### config.mk
export PLATFORM = sky130hd
export DESIGN_NAME = pwrCtlI2c
export DESIGN_NICKNAME = d
export VERILOG_FILES = /design/src/rtl/pwrCtlI2cPkg.sv /design/src/rtl/pwrCtlI2cSync.sv /design/src/rtl/pwrCtlI2cCtrl.sv /design/src/rtl/pwrCtlI2cData.sv /design/src/rtl/pwrCtlI2c.sv
export SDC_FILE = /design/constraint.sdc
export NUM_CORES = 1
export LEC_CHECK = 0
export CAP_MARGIN = 0
export CORE_UTILIZATION = 30
export CTS_CLUSTER_DIAMETER = 50
export DETAILED_ROUTE_END_ITERATION = 12
export PLACE_DENSITY = 0.57
export SKIP_LAST_GASP = 1
export SLEW_MARGIN = 15
export SYNTH_ARGS = -nofsm -noshare
export SYNTH_HDL_FRONTEND = slang
export SYNTH_SLANG_ARGS = --single-unit
### constraint.sdc
create_clock -name clk -period 1.9 [get_ports clk]
set_clock_uncertainty 0.2 [all_clocks]
set_input_delay 0.38 -clock clk [delete_from_list [all_inputs] [get_ports clk]]
set_output_delay 0.38 -clock clk [all_outputs]
set_load 0.01 [all_outputs]
### src/rtl/pwrCtlI2cPkg.sv
package pwrCtlI2cPkg;

  localparam int BYTE_W = 8;
  localparam int CNT_W  = $clog2(BYTE_W + 1);

  // field positions inside the data byte (decoded by the datapath)
  localparam int SEL_POS  = 7;
  localparam int LIM_POS  = 6;
  localparam int TONE_POS = 4;
  localparam int DROP_POS = 3;
  localparam int VSEL_POS = 2;
  localparam int ENA_POS  = 1;
  localparam int ENB_POS  = 2;

  typedef enum logic [2:0] {
    ST_IDLE,
    ST_ADDR,
    ST_AACK,
    ST_WDATA,
    ST_WACK,
    ST_RDATA,
    ST_RACK
  } busState_t;

  typedef struct packed {
    logic shiftIn;
    logic commit;
    logic loadTx;
    logic txSel;
    logic shiftTx;
  } dpStrobe_t;

endpackage

### src/rtl/pwrCtlI2cSync.sv
module pwrCtlI2cSync #(
  parameter int STAGES = 2,
  parameter int WIDTH  = 2
) (
  input  logic             clk,
  input  logic             rstN,
  input  logic [WIDTH-1:0] lineIn,
  output logic [WIDTH-1:0] lineOut
);

  logic [WIDTH-1:0] chain [STAGES];

  generate
    for (genvar s = 0; s < STAGES; s++) begin : g_stage
      if (s == 0) begin : g_first
        always_ff @(posedge clk or negedge rstN) begin
          if (!rstN) chain[0] <= '1;
          else       chain[0] <= lineIn;
        end
      end else begin : g_next
        always_ff @(posedge clk or negedge rstN) begin
          if (!rstN) chain[s] <= '1;
          else       chain[s] <= chain[s-1];
        end
      end
    end
  endgenerate

  assign lineOut = chain[STAGES-1];

endmodule

### src/rtl/pwrCtlI2cCtrl.sv
module pwrCtlI2cCtrl
  import pwrCtlI2cPkg::*;
#(
  parameter logic [6:0] DEV_ADDR = 7'h08
) (
  input  logic              clk,
  input  logic              rstN,
  input  logic              sclS,
  input  logic              sdaS,
  input  logic              pwrGood,
  input  logic [BYTE_W-1:0] rxByte,
  output dpStrobe_t         strobe,
  output logic              ackDrive,
  output logic              txActive
);

  busState_t        state;
  logic [CNT_W-1:0] bitCnt;
  logic             sclD, sdaD;
  logic             ackPhase;
  logic             masterAck;
  logic             lastSel;

  logic sclRise, sclFall, startDet, stopDet;
  logic addrHit, rdDir, byteDone;

  assign sclRise  = sclS & ~sclD;
  assign sclFall  = ~sclS & sclD;
  assign startDet = sclS & sclD & sdaD & ~sdaS;
  assign stopDet  = sclS & sclD & ~sdaD & sdaS;
  assign addrHit  = (rxByte[BYTE_W-1:1] == DEV_ADDR);
  assign rdDir    = rxByte[0];
  assign byteDone = (bitCnt == CNT_W'(BYTE_W - 1));

  always_ff @(posedge clk or negedge rstN) begin
    if (!rstN) begin
      sclD <= 1'b1;
      sdaD <= 1'b1;
    end else begin
      sclD <= sclS;
      sdaD <= sdaS;
    end
  end

  // strobes towards the datapath
  always_comb begin
    strobe         = '0;
    strobe.shiftIn = sclRise && (state == ST_ADDR || state == ST_WDATA);
    strobe.commit  = sclFall && state == ST_WACK && !ackPhase && pwrGood;
    strobe.loadTx  = sclFall && ((state == ST_AACK && ackPhase && rdDir) ||
                                 (state == ST_RACK && masterAck));
    strobe.txSel   = (state == ST_RACK) ? ~lastSel : 1'b0;
    strobe.shiftTx = sclFall && state == ST_RDATA && bitCnt != CNT_W'(BYTE_W);
  end

  always_ff @(posedge clk or negedge rstN) begin
    if (!rstN) begin
      state     <= ST_IDLE;
      bitCnt    <= '0;
      ackPhase  <= 1'b0;
      ackDrive  <= 1'b0;
      txActive  <= 1'b0;
      masterAck <= 1'b0;
      lastSel   <= 1'b0;
    end else if (startDet) begin
      state    <= ST_ADDR;
      bitCnt   <= '0;
      ackDrive <= 1'b0;
      txActive <= 1'b0;
    end else if (stopDet) begin
      state    <= ST_IDLE;
      ackDrive <= 1'b0;
      txActive <= 1'b0;
    end else begin
      if (strobe.loadTx) lastSel <= strobe.txSel;
      unique case (state)
        ST_IDLE: ;
        ST_ADDR, ST_WDATA: begin
          if (sclRise) begin
            bitCnt <= bitCnt + 1'b1;
            if (byteDone) begin
              state    <= (state == ST_ADDR) ? ST_AACK : ST_WACK;
              ackPhase <= 1'b0;
            end
          end
        end
        ST_AACK, ST_WACK: begin
          if (sclFall) begin
            if (!ackPhase) begin
              if (pwrGood && (state == ST_WACK || addrHit)) begin
                ackDrive <= 1'b1;
                ackPhase <= 1'b1;
              end else begin
                state <= ST_IDLE;
              end
            end else begin
              ackDrive <= 1'b0;
              bitCnt   <= '0;
              if (state == ST_AACK && rdDir) begin
                state    <= ST_RDATA;
                txActive <= 1'b1;
              end else begin
                state <= ST_WDATA;
              end
            end
          end
        end
        ST_RDATA: begin
          if (sclRise) bitCnt <= bitCnt + 1'b1;
          if (sclFall && bitCnt == CNT_W'(BYTE_W)) begin
            txActive  <= 1'b0;
            masterAck <= 1'b0;
            state     <= ST_RACK;
          end
        end
        ST_RACK: begin
          if (sclRise) masterAck <= ~sdaS;
          if (sclFall) begin
            if (masterAck) begin
              state    <= ST_RDATA;
              bitCnt   <= '0;
              txActive <= 1'b1;
            end else begin
              state <= ST_IDLE;
            end
          end
        end
        default: state <= ST_IDLE;
      endcase
    end
  end

  AST_ACK_NEEDS_POWER: assert property (@(posedge clk) disable iff (!rstN)
    $rose(ackDrive) |-> $past(pwrGood));

  AST_STOP_TO_IDLE: assert property (@(posedge clk) disable iff (!rstN)
    stopDet |=> (state == ST_IDLE && !ackDrive && !txActive));

  AST_START_TO_ADDR: assert property (@(posedge clk) disable iff (!rstN)
    startDet |=> (state == ST_ADDR && bitCnt == '0));

  AST_NO_DRIVE_IN_IDLE: assert property (@(posedge clk) disable iff (!rstN)
    (state == ST_IDLE) |-> (!ackDrive && !txActive));

  AST_BITCNT_BOUND: assert property (@(posedge clk) disable iff (!rstN)
    bitCnt <= CNT_W'(BYTE_W));

endmodule

### src/rtl/pwrCtlI2cData.sv
module pwrCtlI2cData
  import pwrCtlI2cPkg::*;
(
  input  logic              clk,
  input  logic              rstN,
  input  dpStrobe_t         strobe,
  input  logic              sdaS,
  input  logic              overload,
  input  logic              overTemp,
  output logic [BYTE_W-1:0] rxByte,
  output logic              txMsb,
  output logic              limitMode,
  output logic              toneEn,
  output logic              dropComp,
  output logic              voltSel,
  output logic              outEnA,
  output logic              outEnB
);

  logic [BYTE_W-1:0] rxShift, txShift;
  logic [4:0]        reg1Bits;
  logic              reg2Bit;
  logic [BYTE_W-1:0] rd1, rd2;

  assign rd1 = {1'b0, reg1Bits[4], 1'b0, reg1Bits[3:0], overload};
  assign rd2 = {1'b1, 4'b0000, reg2Bit, overTemp, 1'b0};

  always_ff @(posedge clk or negedge rstN) begin
    if (!rstN) begin
      rxShift  <= '0;
      txShift  <= '0;
      reg1Bits <= '0;
      reg2Bit  <= 1'b0;
    end else begin
      if (strobe.shiftIn) rxShift <= {rxShift[BYTE_W-2:0], sdaS};
      if (strobe.commit) begin
        if (!rxShift[SEL_POS])
          reg1Bits <= {rxShift[LIM_POS], rxShift[TONE_POS], rxShift[DROP_POS],
                       rxShift[VSEL_POS], rxShift[ENA_POS]};
        else
          reg2Bit <= rxShift[ENB_POS];
      end
      if (strobe.loadTx)       txShift <= strobe.txSel ? rd2 : rd1;
      else if (strobe.shiftTx) txShift <= {txShift[BYTE_W-2:0], 1'b0};
    end
  end

  assign rxByte    = rxShift;
  assign txMsb     = txShift[BYTE_W-1];
  assign limitMode = reg1Bits[4];
  assign toneEn    = reg1Bits[3];
  assign dropComp  = reg1Bits[2];
  assign voltSel   = reg1Bits[1];
  assign outEnA    = reg1Bits[0];
  assign outEnB    = reg2Bit;

  AST_REG1_HELD: assert property (@(posedge clk) disable iff (!rstN)
    !(strobe.commit && !rxShift[SEL_POS]) |=> $stable(reg1Bits));

  AST_REG2_HELD: assert property (@(posedge clk) disable iff (!rstN)
    !(strobe.commit && rxShift[SEL_POS]) |=> $stable(reg2Bit));

  AST_ONE_TX_ACTION: assert property (@(posedge clk) disable iff (!rstN)
    $countones({strobe.loadTx, strobe.shiftTx, strobe.commit}) <= 1);

endmodule

### src/rtl/pwrCtlI2c.sv
module pwrCtlI2c
  import pwrCtlI2cPkg::*;
#(
  parameter logic [6:0] DEV_ADDR    = 7'h08,
  parameter int         SYNC_STAGES = 2
) (
  input  logic clk,
  input  logic rstN,
  input  logic sclIn,
  input  logic sdaIn,
  output logic sdaPullEn,
  input  logic pwrGood,
  input  logic overload,
  input  logic overTemp,
  output logic limitMode,
  output logic toneEn,
  output logic dropComp,
  output logic voltSel,
  output logic outEnA,
  output logic outEnB
);

  logic [1:0]        busSync;
  logic              sclS, sdaS;
  dpStrobe_t         strobe;
  logic [BYTE_W-1:0] rxByte;
  logic              txMsb, ackDrive, txActive;

  pwrCtlI2cSync #(.STAGES(SYNC_STAGES), .WIDTH(2)) u_sync (
    .clk    (clk),
    .rstN   (rstN),
    .lineIn ({sclIn, sdaIn}),
    .lineOut(busSync)
  );

  assign sclS = busSync[1];
  assign sdaS = busSync[0];

  pwrCtlI2cCtrl #(.DEV_ADDR(DEV_ADDR)) u_ctrl (
    .clk     (clk),
    .rstN    (rstN),
    .sclS    (sclS),
    .sdaS    (sdaS),
    .pwrGood (pwrGood),
    .rxByte  (rxByte),
    .strobe  (strobe),
    .ackDrive(ackDrive),
    .txActive(txActive)
  );

  pwrCtlI2cData u_data (
    .clk      (clk),
    .rstN     (rstN),
    .strobe   (strobe),
    .sdaS     (sdaS),
    .overload (overload),
    .overTemp (overTemp),
    .rxByte   (rxByte),
    .txMsb    (txMsb),
    .limitMode(limitMode),
    .toneEn   (toneEn),
    .dropComp (dropComp),
    .voltSel  (voltSel),
    .outEnA   (outEnA),
    .outEnB   (outEnB)
  );

  assign sdaPullEn = ackDrive | (txActive & ~txMsb);

  AST_PULL_ON_SCL_LOW: assert property (@(posedge clk) disable iff (!rstN)
    $rose(sdaPullEn) |-> !sclS);

endmodule

Word-level counts from Yosys, hierarchy flattened
Cells that the tools add are included.

Output and inout port bits: 7. Logic and storage cells: 151. Register bits after elaboration: 40.

Eq/ne operators: 31. Bitwise gates (word level): 18. Reduce and logical (&&, ||, !) cells: 38. Mux-type cells: 48. $add $sub $neg: 1.

Operators by type and width (count): $mux 3 (12); $mux 4 (7); $ne 4x1->1 const B (7); $mux 8 (3); $mux 1 (21); $reduce_and 7->1 (3); $ne 3x1->1 const B (6); $pmux 3 s5 (1); $logic_and 1x1->1 (13); $pmux 4 s3 (1); $ne 2x1->1 const B (5); $eq 3x3->1 const B (3); $not 1->1 (9); $and 1x1->1 (8); $reduce_bool 4->1 (2); $eq 7x4->1 const B (1); $eq 3x2->1 const B (2); $reduce_and 3->1 (2); $reduce_and 6->1 (1); $reduce_bool 2->1 (3); $reduce_bool 3->1 (2); $ne 5x2->1 const B (1); $reduce_and 5->1 (1); $reduce_bool 5->1 (1); other kinds (16) (21).

Logic depth before layout (Yosys ltp)
Gate-level depths: netlist (run 1).

Word-level depth: 9. Gate-level depth with buffers: 8.

Modules after synthesis
A second synthesis (run 1) with hierarchy kept.

Cell total of the unflattened synthesis: 176. Area, all modules: 2015.7 um2.

Modules (own cells, without submodules): pwrCtlI2cCtrl (area an instance 968.4 um2, instances 1, cells an instance 107, seq. area each 352.8 um2); pwrCtlI2cData (area an instance 915.9 um2, instances 1, cells an instance 61, seq. area each 550.5 um2); pwrCtlI2cSync (area an instance 120.1 um2, instances 1, cells an instance 6, seq. area each 105.1 um2); pwrCtlI2c (area an instance 11.3 um2, instances 1, cells an instance 2, seq. area each 0.0 um2).

Least setup slack after synthesis (run 1)
Ideal clock, no wire load.

Path kind: register -> register. Start: register u_ctrl.sclD. End: register u_ctrl.state[2]. Clock period less this slack: 2.041 ns. Buffers on the path: 2. Arrival: 1.716 ns. Library setup time: 0.125 ns. Slack: -0.141 ns. Cell stages (with the launch flop): 8. Cells stage by stage: dfstp_2 > buf_6 > nor4bb_4 > buf_6 > and4b_1 > a2111o_1 > o41ai_2 > mux2_4.

Cells in the longest elaborated chain, start to end: 5. Elaborated cells on any way between the ends: 19. Those cells by class: eq/ne (7); mux (2); bitwise (8); reduce/logical (2).

RTL lines: start: declaration (line pwrCtlI2cCtrl.sv:19) `logic sclD, sdaD;`; start signal: assignment (line pwrCtlI2cCtrl.sv:40) `sclD <= sclS;`; $and 1x1->1 (line pwrCtlI2cCtrl.sv:29, pwrCtlI2cCtrl.sv:30); $and 1x1->1 (on tied branches) (2 in series) (line pwrCtlI2cCtrl.sv:30, pwrCtlI2cCtrl.sv:29); $ne 5x2->1 (no source line), or another cell as far along; $reduce_and 7->1 (no source line) / $mux 3 (equally long branches); end signal: assignment (line pwrCtlI2cCtrl.sv:82) `state <= (state == ST_ADDR) ? ST_AACK : ST_WACK;`; end: declaration (line pwrCtlI2cCtrl.sv:17) `busState_t state;`.

Several ways; a longest one is shown, not always the timed one. A chain may end at the register's enable or synchronous reset.

Worst setup path in the final report (run 1)
Start: register u_sync.chain (netlist bit u_sync.lineOut[1]). End: register u_ctrl.state[1].

Cells in the longest elaborated chain, start to end: 5. Elaborated cells on any way between the ends: 19. Those cells by class: eq/ne (7); mux (2); bitwise (8); reduce/logical (2).

RTL lines: start: declaration (line pwrCtlI2cSync.sv:11) `logic [WIDTH-1:0] chain [STAGES];`; start signal: indexed assignment (line pwrCtlI2cSync.sv:23) `else chain[s] <= chain[s-1];`; $and 1x1->1 / $not 1->1 (equally long branches) (line pwrCtlI2cCtrl.sv:29, pwrCtlI2cCtrl.sv:30, pwrCtlI2cCtrl.sv:28); $and 1x1->1 (on tied branches) (line pwrCtlI2cCtrl.sv:30, pwrCtlI2cCtrl.sv:28, pwrCtlI2cCtrl.sv:29); $and 1x1->1, or another cell as far along (line pwrCtlI2cCtrl.sv:30) `assign stopDet = sclS & sclD & ~sdaD & sdaS;`; $ne 5x2->1 (no source line), or another cell as far along; $reduce_and 7->1 (no source line) / $mux 3 (equally long branches).

Several ways; a longest one is shown, not always the timed one.

==> results.tsv, run 1 <==
stage	metric	value	unit
finish	antenna cells	0	
logic_synthesis	Seq/Total Area, Yosys	49.36	%
sta	Finish-stage setup viols	9	
drt	Final ANT Viol Nets	0	
setup_path	critical path's slowest cell	dfstp_2	
job	max_cap viols	0	
cts	Clk pin slew, worst setup/hold paths	70	ps
finish	fillers	621	
cts	H-tree depth reported by CTS	2	
sta	fin crit period	2027	ps
setup_path	crit-path leading delay family	flip-flops	
floorplan	Ports	14	
logic_synthesis	Mapped Area	2043	µm²
setup_path	crit path from	u_sync.lineOut[1]	
logic_synthesis	Post-Syn Instances	194	
cts	clock sinks	40	
setup_path	CP max FO	4	
setup_path	CP Launch Type	flop	
placed_design	# port buffers	13	
setup_path	critical path class	flop to flop	
logic_synthesis	register bit count reported by yosys	40	
logic_synthesis	Async SR Flop Fraction	100.0	%
finish	layout cell share with drive strength beyond 1	37.45	%
setup_path	kind of end point of the critical path	flop	
sta	Slew HR	69.41	%
finish	commonest non-fill, non-tap cell in the layout	buf_4	
cts	CTS Root Cell	clkbuf_8	
setup_path	crit-path max cell delay	590	ps
cts	CTS tree	built	
logic_synthesis	Syn Area/Cell	10.53	µm²
setup_path	critical path cell sequence	nor4bb_4 > and4b_1 > a2111o_1 > o41ai_4 > buf_4 > a22o_1	
floorplan	Die Area	7144	µm²
status	status	finished, violations left	
grt	largest net degree at the start of global routing	24	
pwr	Lkg Pwr	1.299	nW
finish	storage element area	1010	µm²
floorplan	initial core utilization	31.64	%
drt	drt first-iter violations	80	
sta	total negative slack	-514.4	ps
drt	DRT Wirelength	4767	µm
logic_synthesis	Synth Flop Type	dfrtp_1	
sta	highest clock rate	493.4	MHz
hold_path	HP Start	u_sync.chain[3]	
finish	multi-input logic area	1059	µm²
sta	hold slack	156.2	ps
grt	vias in the first global route	1649	
logic_synthesis	Post-synth EDFFs	0	
floorplan	row count	29	
setup_path	Worst Path Arrival	2000	ps
floorplan	Die H	84.53	µm
logic_synthesis	post-synth net total	203	
placed_design	hpwl dp	3465	µm
cts	CTS max path bufs	2	
drt	via count	1643	
status	failing checks	setup timing	
finish	nets	267	
drt	Routed WL per cell	14.19	µm
finish	P&R area growth vs syn	39.87	%
sta	worst slew pin tran	458.8	ps
drt	DRC Markers	0	
sta	Fin. Hold Viols	0	
grt	first-pass GRT wire length	7831	µm
grt	initial antenna violation count	0	
pwr	P per Cell Area	1189	nW/µm²
cts	Num CTS Buffers	5	
finish	most frequent cells in the layout	buf_4 (46), dfrtp_1 (33), nor2_1 (16)	
setup_path	Reg-to-Reg Start	u_sync.lineOut[1]	
logic_synthesis	Netlist cell types	48	
logic_synthesis	synth warn	0	
finish	Post-Route Utilization	44.25	%
grt	GRT overflow	0	
cts	Worst-Skew Late Latency	290	ps
floorplan	Die Wd	84.53	µm
drt	detail-routed via count per cell	4.890	
hold_path	HP Class	flop to flop	
sta	max-slew violation count	0	
sta	setup ws final	-126.8	ps
sta	RSZ-0062 raised after global routing	true	
grt	Total GRT Usage	13.82	%
setup_path	CP Data Required Time	1870	ps
setup_path	WP buf/inv	1	
placed_design	RD Place Congestion	0.8338	
pwr	Peak VDD IR	0.5562	mV
sta	Final Cycle Share	106.7	%
floorplan	Core Area	6459	µm²
drt	drt first pass iters	4	
-- metrics by stage --
step                      worst slack (ps)  instance area, µm²  instances  power, mW
final                               -126.8                2858        336      3.397
after floorplan                     -140.8                2051        194      1.901
after global placement              -213.9                2539        318      2.407
after global routing                -199.4                2858        336      3.620
after CTS                           -98.32                2744        334      3.266
after detailed placement            -210.3                2539        318      2.426
-- synth_stat cells (all sizes together), types with 3 or more instances --
cell type / n / area [µm²]
dfstp: 6 / 157.7
nor3: 4 / 20.02
o21ai: 12 / 60.06
a31oi: 3 / 18.77
nor2b: 3 / 18.77
nand3b: 4 / 30.03
nand3: 7 / 35.03
mux2i: 8 / 80.08
mux2: 15 / 172.7
a21oi: 12 / 60.06
nor2: 18 / 67.56
nand2b: 6 / 37.54
inv: 6 / 22.52
buf: 6 / 53.79
dfrtp: 34 / 850.8
and3: 4 / 25.02
nand2: 14 / 52.55
-- layout make-up --
cell class | instances | area share (%)
inverter | 6 | 0.7881
timing repair buffer | 65 | 19.05
tap | 77 | 3.371
clock buffer | 7 | 3.371
sequential | 40 | 35.33
multi-input combinational | 140 | 37.04
clock inverter | 1 | 1.051
-- sequential cells by signal, indices dropped and copies added (netlist names), 2 cells and up --
signal and count:
u_data.rxByte 8, u_data.txShift 8, u_data.reg1Bits 5, u_ctrl.bitCnt 4, u_ctrl.state 3, u_sync.chain 2, u_sync.lineOut 2
-- where the power goes --
group	total, mW	switching [mW]	leakage, nW	internal [mW]
combinational	1.43	0.650	0.719	0.783
clock	0.747	0.284	0.0645	0.463
sequential	1.22	0.170	0.515	1.05
-- repair_timing --
item / CTS / global route
hold endpoints to repair: 17 / 0
hold buffers: 1 / 0
pin swaps: 6 / 14
setup buffers: 7 / 3
gates resized for setup: 9 / 21
setup endpoints to repair: 18 / 18
-- cell families (layout without fill, tap and decap cells) --
family                     Yosys count  count (layout)  share of synthesized area [%]
and+or+nand+nor                     70              70                          18.43
AOI/OAI and AO/OA                   44              44                          14.09
DFF                                 40              40                          49.36
muxes                               23              23                          12.37
buffers and inverters               14              79                          4.102
adders and majority gates            2               2                          1.225
xor gates and xnor gates             1               1                         0.4287
-- layer usage --
layer	vias to the layer above	global-route usage, %	share of wire [%]
met1	806	17.87	47
met5	-	0	0
met4	0	3.236	0.48
met3	2	3.048	2.0
met2	15	23.65	50
li1	820	-	-
-- final timing paths --
kind,to,slack [ps],cells after the start
worst min register to register,u_sync.lineOut[1],160,0
min in group asynchronous,u_data.txShift[5],370,2
worst max register to register,u_ctrl.state[1],-130,6
worst max-delay path,u_ctrl.state[1],-130,6
max in group asynchronous,u_sync.lineOut[1],570,3
worst min-delay path,u_sync.lineOut[1],160,0
-- worst register-to-register path: stages, from the launching register on --
cell	delay [ps]
dfstp_2	590
nor4bb_4	240
and4b_1	260
a2111o_1	180
o41ai_4	110
buf_4	150
a22o_1	200
(Power assumes the default switching activity.)
==> run 2, diff against run 1 <==
PLACE_DENSITY = default   (was 0.57)
==> run 2 against run 1 <==
  * The flow finishes with violations (DRC, setup timing)
  * Core utilization decreased by 1.5 points
  * Register-to-register slack improved by 30 ps
  * Fmax increased by 1.7%
  * Combinational power decreased by 5%
  * Count of clock-buffer cells in the layout increased by 1
  * Wire length decreased by 5.3%
  * Critical path type unchanged
  * Critical endpoint is now u_ctrl.state[2]
  * Largest power group unchanged
==> results.tsv, run 2 (synthesized netlist as in run 1, its figures left out) <==
stage	metric	value	unit	change
status	status	finished, violations left		
status	failing checks	DRC, setup timing		
finish	layout cell share with drive strength beyond 1	35.80	%	-1.7 points
floorplan	Core Area	6459	µm²	unchanged
finish	storage element area	1010	µm²	unchanged
pwr	Peak VDD IR	0.5231	mV	-5.9%
setup_path	Worst Path Arrival	1970	ps	-30 ps
finish	fillers	636		+2.4%
sta	max-slew violation count	0		unchanged
cts	CTS Root Cell	clkbuf_8		
cts	clock sinks	40		unchanged
pwr	Lkg Pwr	1.265	nW	-2.6%
sta	RSZ-0062 raised after global routing	true		
grt	Total GRT Usage	13.53	%	-0.30 points
floorplan	Die Area	7144	µm²	unchanged
finish	Post-Route Utilization	42.77	%	-1.5 points
floorplan	row count	29		unchanged
setup_path	CP Launch Type	flop		
finish	P&R area growth vs syn	35.21	%	
cts	CTS tree	built		
sta	Fin. Hold Viols	0		unchanged
floorplan	initial core utilization	31.64	%	unchanged
job	max_cap viols	0		unchanged
finish	antenna cells	0		unchanged
placed_design	RD Place Congestion	0.9087		+9.0%
cts	Num CTS Buffers	5		unchanged
drt	Final ANT Viol Nets	0		unchanged
floorplan	Die H	84.53	µm	unchanged
drt	drt first-iter violations	73		-8.8%
sta	worst slew pin tran	504.6	ps	+45.78 ps
sta	highest clock rate	501.6	MHz	+1.7%
finish	commonest non-fill, non-tap cell in the layout	buf_4		
cts	Worst-Skew Late Latency	290	ps	about the same
setup_path	CP max FO	4		unchanged
grt	GRT overflow	0		unchanged
drt	drt first pass iters	10		+6
cts	H-tree depth reported by CTS	2		unchanged
hold_path	HP Class	flop to flop		
placed_design	# port buffers	13		unchanged
sta	setup ws final	-93.78	ps	+33.04 ps
grt	vias in the first global route	1625		-1.5%
cts	CTS max path bufs	2		unchanged
grt	first-pass GRT wire length	7583	µm	-3.2%
setup_path	critical path class	flop to flop		
finish	most frequent cells in the layout	buf_4 (48), dfrtp_1 (33), nor2_1 (16)		
pwr	overall power	3.192	mW	-6.0%
finish	multi-input logic area	1028	µm²	-2.8%
sta	Slew HR	66.36	%	-3.1 points
grt	initial antenna violation count	0		unchanged
sta	total negative slack	-268.9	ps	+245.5 ps
sta	fin crit period	1994	ps	-33.04 ps
drt	DRT Wirelength	4514	µm	-5.3%
sta	Finish-stage setup viols	5		-4
setup_path	kind of end point of the critical path	flop		
floorplan	Ports	14		unchanged
drt	via count	1625		-1.1%
floorplan	Die Wd	84.53	µm	unchanged
drt	DRC Markers	4		+4
setup_path	CP Data Required Time	1880	ps	about the same
placed_design	hpwl dp	3275	µm	-5.5%
cts	Clk pin slew, worst setup/hold paths	80	ps	about the same
drt	detail-routed via count per cell	4.865		-0.50%
pwr	P per Cell Area	1155	nW/µm²	-2.8%
sta	Final Cycle Share	104.9	%	-1.7 points
finish	nets	265		-0.75%
drt	Routed WL per cell	13.51	µm	-4.7%
grt	largest net degree at the start of global routing	41		+71%
[run 2: worst max-delay path, stage by stage (launching register included)]
cell and delay [ps]:
dfstp_2 570, buf_4 130, nand3b_1 130, a21oi_1 50
a2111o_1 390, o41ai_2 90, mux2_4 330
[run 2: path summary, 6_finish.rpt]
| path | start | end | slack (ps) | depth (start not counted) |
|---|---|---|---|---|
| setup / recovery | u_sync.lineOut[1] | u_ctrl.state[2] | -90 | 6 |
| hold / removal | u_sync.chain[3] | u_sync.lineOut[1] | 160 | 0 |
| setup reg to reg | u_sync.lineOut[1] | u_ctrl.state[2] | -90 | 6 |
| hold reg to reg | u_sync.chain[3] | u_sync.lineOut[1] | 160 | 0 |
| max in group asynchronous | rstN | u_sync.lineOut[1] | 650 | 3 |
| min in group asynchronous | rstN | u_ctrl.state[1] | 470 | 3 |
[run 2: through the flow]
step	area (µm²)	hold slack, ps	std cells	worst slack [ps]
2_1_floorplan	2051	-115.6	194	-140.8
3_3_place_gp	2519	145.4	317	-189.8
3_5_place_dp	2519	147.3	317	-206.2
4_1_cts	2700	157.7	333	-100.0
5_1_grt	2763	161.7	334	-182.6
6_report	2763	155.8	334	-93.78
[run 2: metal layers]
| layer | routed length, µm | share of wire, % | GRT usage (%) | vias to the layer above |
|---|---|---|---|---|
| met2 | 2104 | 47 | 21.14 | 25 |
| li1 | - | - | - | 822 |
| met3 | 157 | 3.5 | 3.147 | 6 |
| met4 | 57 | 1.3 | 5.701 | 0 |
| met5 | 0 | 0 | 0 | - |
| met1 | 2194 | 49 | 18.03 | 772 |
[run 2: area by class of cell]
cell class	count	share of cell area (%)
multi-input cells	140	37.23
flip-flops and latches	40	36.55
repair buffers	63	18.30
clock buffers	8	3.623
well taps	77	3.487
inverters	6	0.8152
[run 2: repair_timing]
action                                 4_1_cts  5_1_grt
setup buffers                                7        2
setup endpoints to repair                   16       23
resized for setup                            9       14
hold buffers                                 1        0
pin swaps                                    5        6
endpoints found under the hold margin       34        0
[run 2: where the power goes]
| group | internal [mW] | switching, mW |
|---|---|---|
| Sequential | 1.05 | 0.163 |
| Clock | 0.332 | 0.287 |
| Combinational | 0.758 | 0.607 |
| Total | 2.14 | 1.06 |
==> run 3, diff against run 2 <==
CAP_MARGIN = default   (was 0)
SKIP_LAST_GASP = default   (was 1)
==> run 3 against run 2 <==
  * The flow still finishes with violations (DRC, setup timing)
  * Largest power group unchanged
  * Largest cell class unchanged
  * Fmax barely moved
  * Global-route usage stayed put
  * Highest routed layer unchanged
  * Worst hold slack about the same
  * Cell count unchanged
==> results.tsv, run 3 (synthesized netlist as in run 1, its figures left out) <==
stage	metric	value	unit	change
status	status	finished, violations left		
floorplan	Die Wd	84.53	µm	unchanged
cts	H-tree depth reported by CTS	2		unchanged
grt	first-pass GRT wire length	7583	µm	unchanged
setup_path	CP Launch Type	flop		
drt	detail-routed via count per cell	4.862		about the same
sta	Final Cycle Share	104.9	%	about the same
placed_design	Placed Cells	317		unchanged
drt	drt first-iter violations	75		+2.7%
setup_path	critical path cell sequence	buf_4 > nand3b_1 > a21oi_1 > a2111o_1 > o41ai_2 > mux2_4		
cts	CTS tree	built		
drt	DRC Markers	4		unchanged
placed_design	# port buffers	13		unchanged
setup_path	critical path class	flop to flop		
sta	RSZ-0062 raised after global routing	true		
floorplan	Die Area	7144	µm²	unchanged
finish	layout cell share with drive strength beyond 1	35.80	%	unchanged
floorplan	Ports	14		unchanged
cts	Num CTS Buffers	5		unchanged
hold_path	end of the worst hold path	u_sync.lineOut[1]		
placed_design	RD Place Congestion	0.9087		unchanged
grt	Total GRT Usage	13.53	%	unchanged
finish	nets	265		unchanged
finish	commonest non-fill, non-tap cell in the layout	buf_4		
drt	Routed WL per cell	13.46	µm	-0.42%
placed_design	hpwl dp	3275	µm	unchanged
setup_path	r2r setup slk	-90	ps	about the same
setup_path	critical path's slowest cell	dfstp_2		
setup_path	CP Data Required Time	1880	ps	about the same
drt	DRT Wirelength	4495	µm	-0.42%
setup_path	kind of end point of the critical path	flop		
sta	total negative slack	-270.6	ps	-1.652 ps
cts	Clk pin slew, worst setup/hold paths	80	ps	about the same
grt	vias in the first global route	1625		unchanged
grt	GRT overflow	0		unchanged
sta	highest clock rate	501.6	MHz	about the same
pwr	overall power	3.204	mW	+0.37%
sta	fin crit period	1994	ps	-0.2020 ps
hold_path	HP Class	flop to flop		
drt	Final ANT Viol Nets	0		unchanged
setup_path	Worst Path Arrival	1970	ps	about the same
status	failing checks	DRC, setup timing		
job	max_cap viols	0		unchanged
setup_path	end of the worst register-to-register path	u_ctrl.state[2]		
setup_path	crit-path max cell delay	570	ps	about the same
cts	CTS Root Cell	clkbuf_8		
setup_path	Reg-to-Reg Start	u_sync.lineOut[1]		
drt	drt first pass iters	10		unchanged
cts	Worst-Skew Late Latency	290	ps	about the same
finish	Non-Filler Instances	334		unchanged
sta	setup ws final	-93.58	ps	+0.2020 ps
floorplan	Die H	84.53	µm	unchanged
pwr	Lkg Pwr	1.270	nW	+0.40%
floorplan	row count	29		unchanged
sta	worst slew pin tran	504.8	ps	+0.2678 ps
cts	clock sinks	40		unchanged
drt	via count	1624		-0.062%
pwr	P per Cell Area	1155	nW/µm²	about the same
pwr	Peak VDD IR	0.5246	mV	+0.29%
finish	P&R area growth vs syn	35.76	%	
finish	most frequent cells in the layout	buf_4 (47), dfrtp_1 (33), nor2_1 (16)		
sta	Fin. Hold Viols	0		unchanged
setup_path	worst r2r path cells	6		unchanged
floorplan	initial core utilization	31.64	%	unchanged
hold_path	Hold Path Stages	0		unchanged
cts	CTS max path bufs	2		unchanged
sta	Slew HR	66.34	%	about the same
hold_path	HP Start	u_sync.chain[3]		
floorplan	Core Area	6459	µm²	unchanged
sta	max-slew violation count	0		unchanged
finish	antenna cells	0		unchanged
setup_path	CP max FO	4		unchanged
grt	largest net degree at the start of global routing	41		unchanged
sta	Finish-stage setup viols	5		unchanged
grt	initial antenna violation count	0		unchanged
==> run 3: cell counts in the layout (fill, tap and decap cells not counted) <==
Identical to the previous run, type by type.
==> run 3: layout make-up <==
cell class	instances	area, µm²
Clock buffer	8	100.1
Sequential cell	40	1010
Fill cell	633	3685
Tap cell	77	96.34
Inverter	6	22.52
Timing Repair Buffer	63	513.0
Multi-Input combinational cell	140	1032
==> run 3: through the flow <==
step	worst slack, ps	area (µm²)	hold WS (ps)	utilization [%]
6_report	-93.58	2774	155.8	42.95
5_1_grt	-182.6	2774	161.7	42.95
4_1_cts	-100.0	2700	157.7	41.81
3_5_place_dp	-206.2	2519	147.3	39.00
3_3_place_gp	-189.8	2519	145.4	39.00
2_1_floorplan	-140.8	2051	-115.6	-
==> run 3: power breakdown <==
part	switching, mW	internal (mW)	total, mW
clock network	0.288	0.332	0.619
logic	0.608	0.769	1.38
registers	0.162	1.05	1.21
==> run 3: critical path: cells and delay by family (launching register included) <==
kind	cells	cell delay (ps)
multiplexers	1	330
AND/OR/NAND/NOR	1	130
AO/OA/AOI/OAI	3	530
buffers and inverters	1	130
flip-flops	1	570
==> run 3: how the worst max path moves through the flow <==
stage,start,endpoint,slack [ps],cells after the start
2_1_floorplan,u_ctrl.sclD,u_ctrl.state[2],-140,7
3_3_place_gp,pwrGood,u_data.reg1Bits[1],-190,5
3_5_place_dp,pwrGood,u_data.reg1Bits[3],-210,5
4_1_cts,u_ctrl.bitCnt[0],u_ctrl.masterAck,-100,8
5_1_grt,u_sync.lineOut[1],u_ctrl.state[1],-180,6
6_report,u_sync.lineOut[1],u_ctrl.state[2],-90,6
==> run 3: metal layers <==
layer / share of wire [%] / vias up / GRT usage, %
li1: - / 821 / -
met2: 47 / 23 / 21.14
met5: 0 / - / 0
met3: 2.8 / 6 / 3.147
met4: 1.3 / 0 / 5.701
met1: 49 / 774 / 18.03
==> run 3: timing repair <==
| action | in CTS | in global routing |
|---|---|---|
| hold buffers | 1 | 0 |
| setup buffers | 7 | 2 |
| endpoints found under the setup margin | 16 | 23 |
| endpoints found under the hold margin | 34 | 0 |
| pin swaps | 5 | 6 |
| gates resized for setup | 9 | 17 |
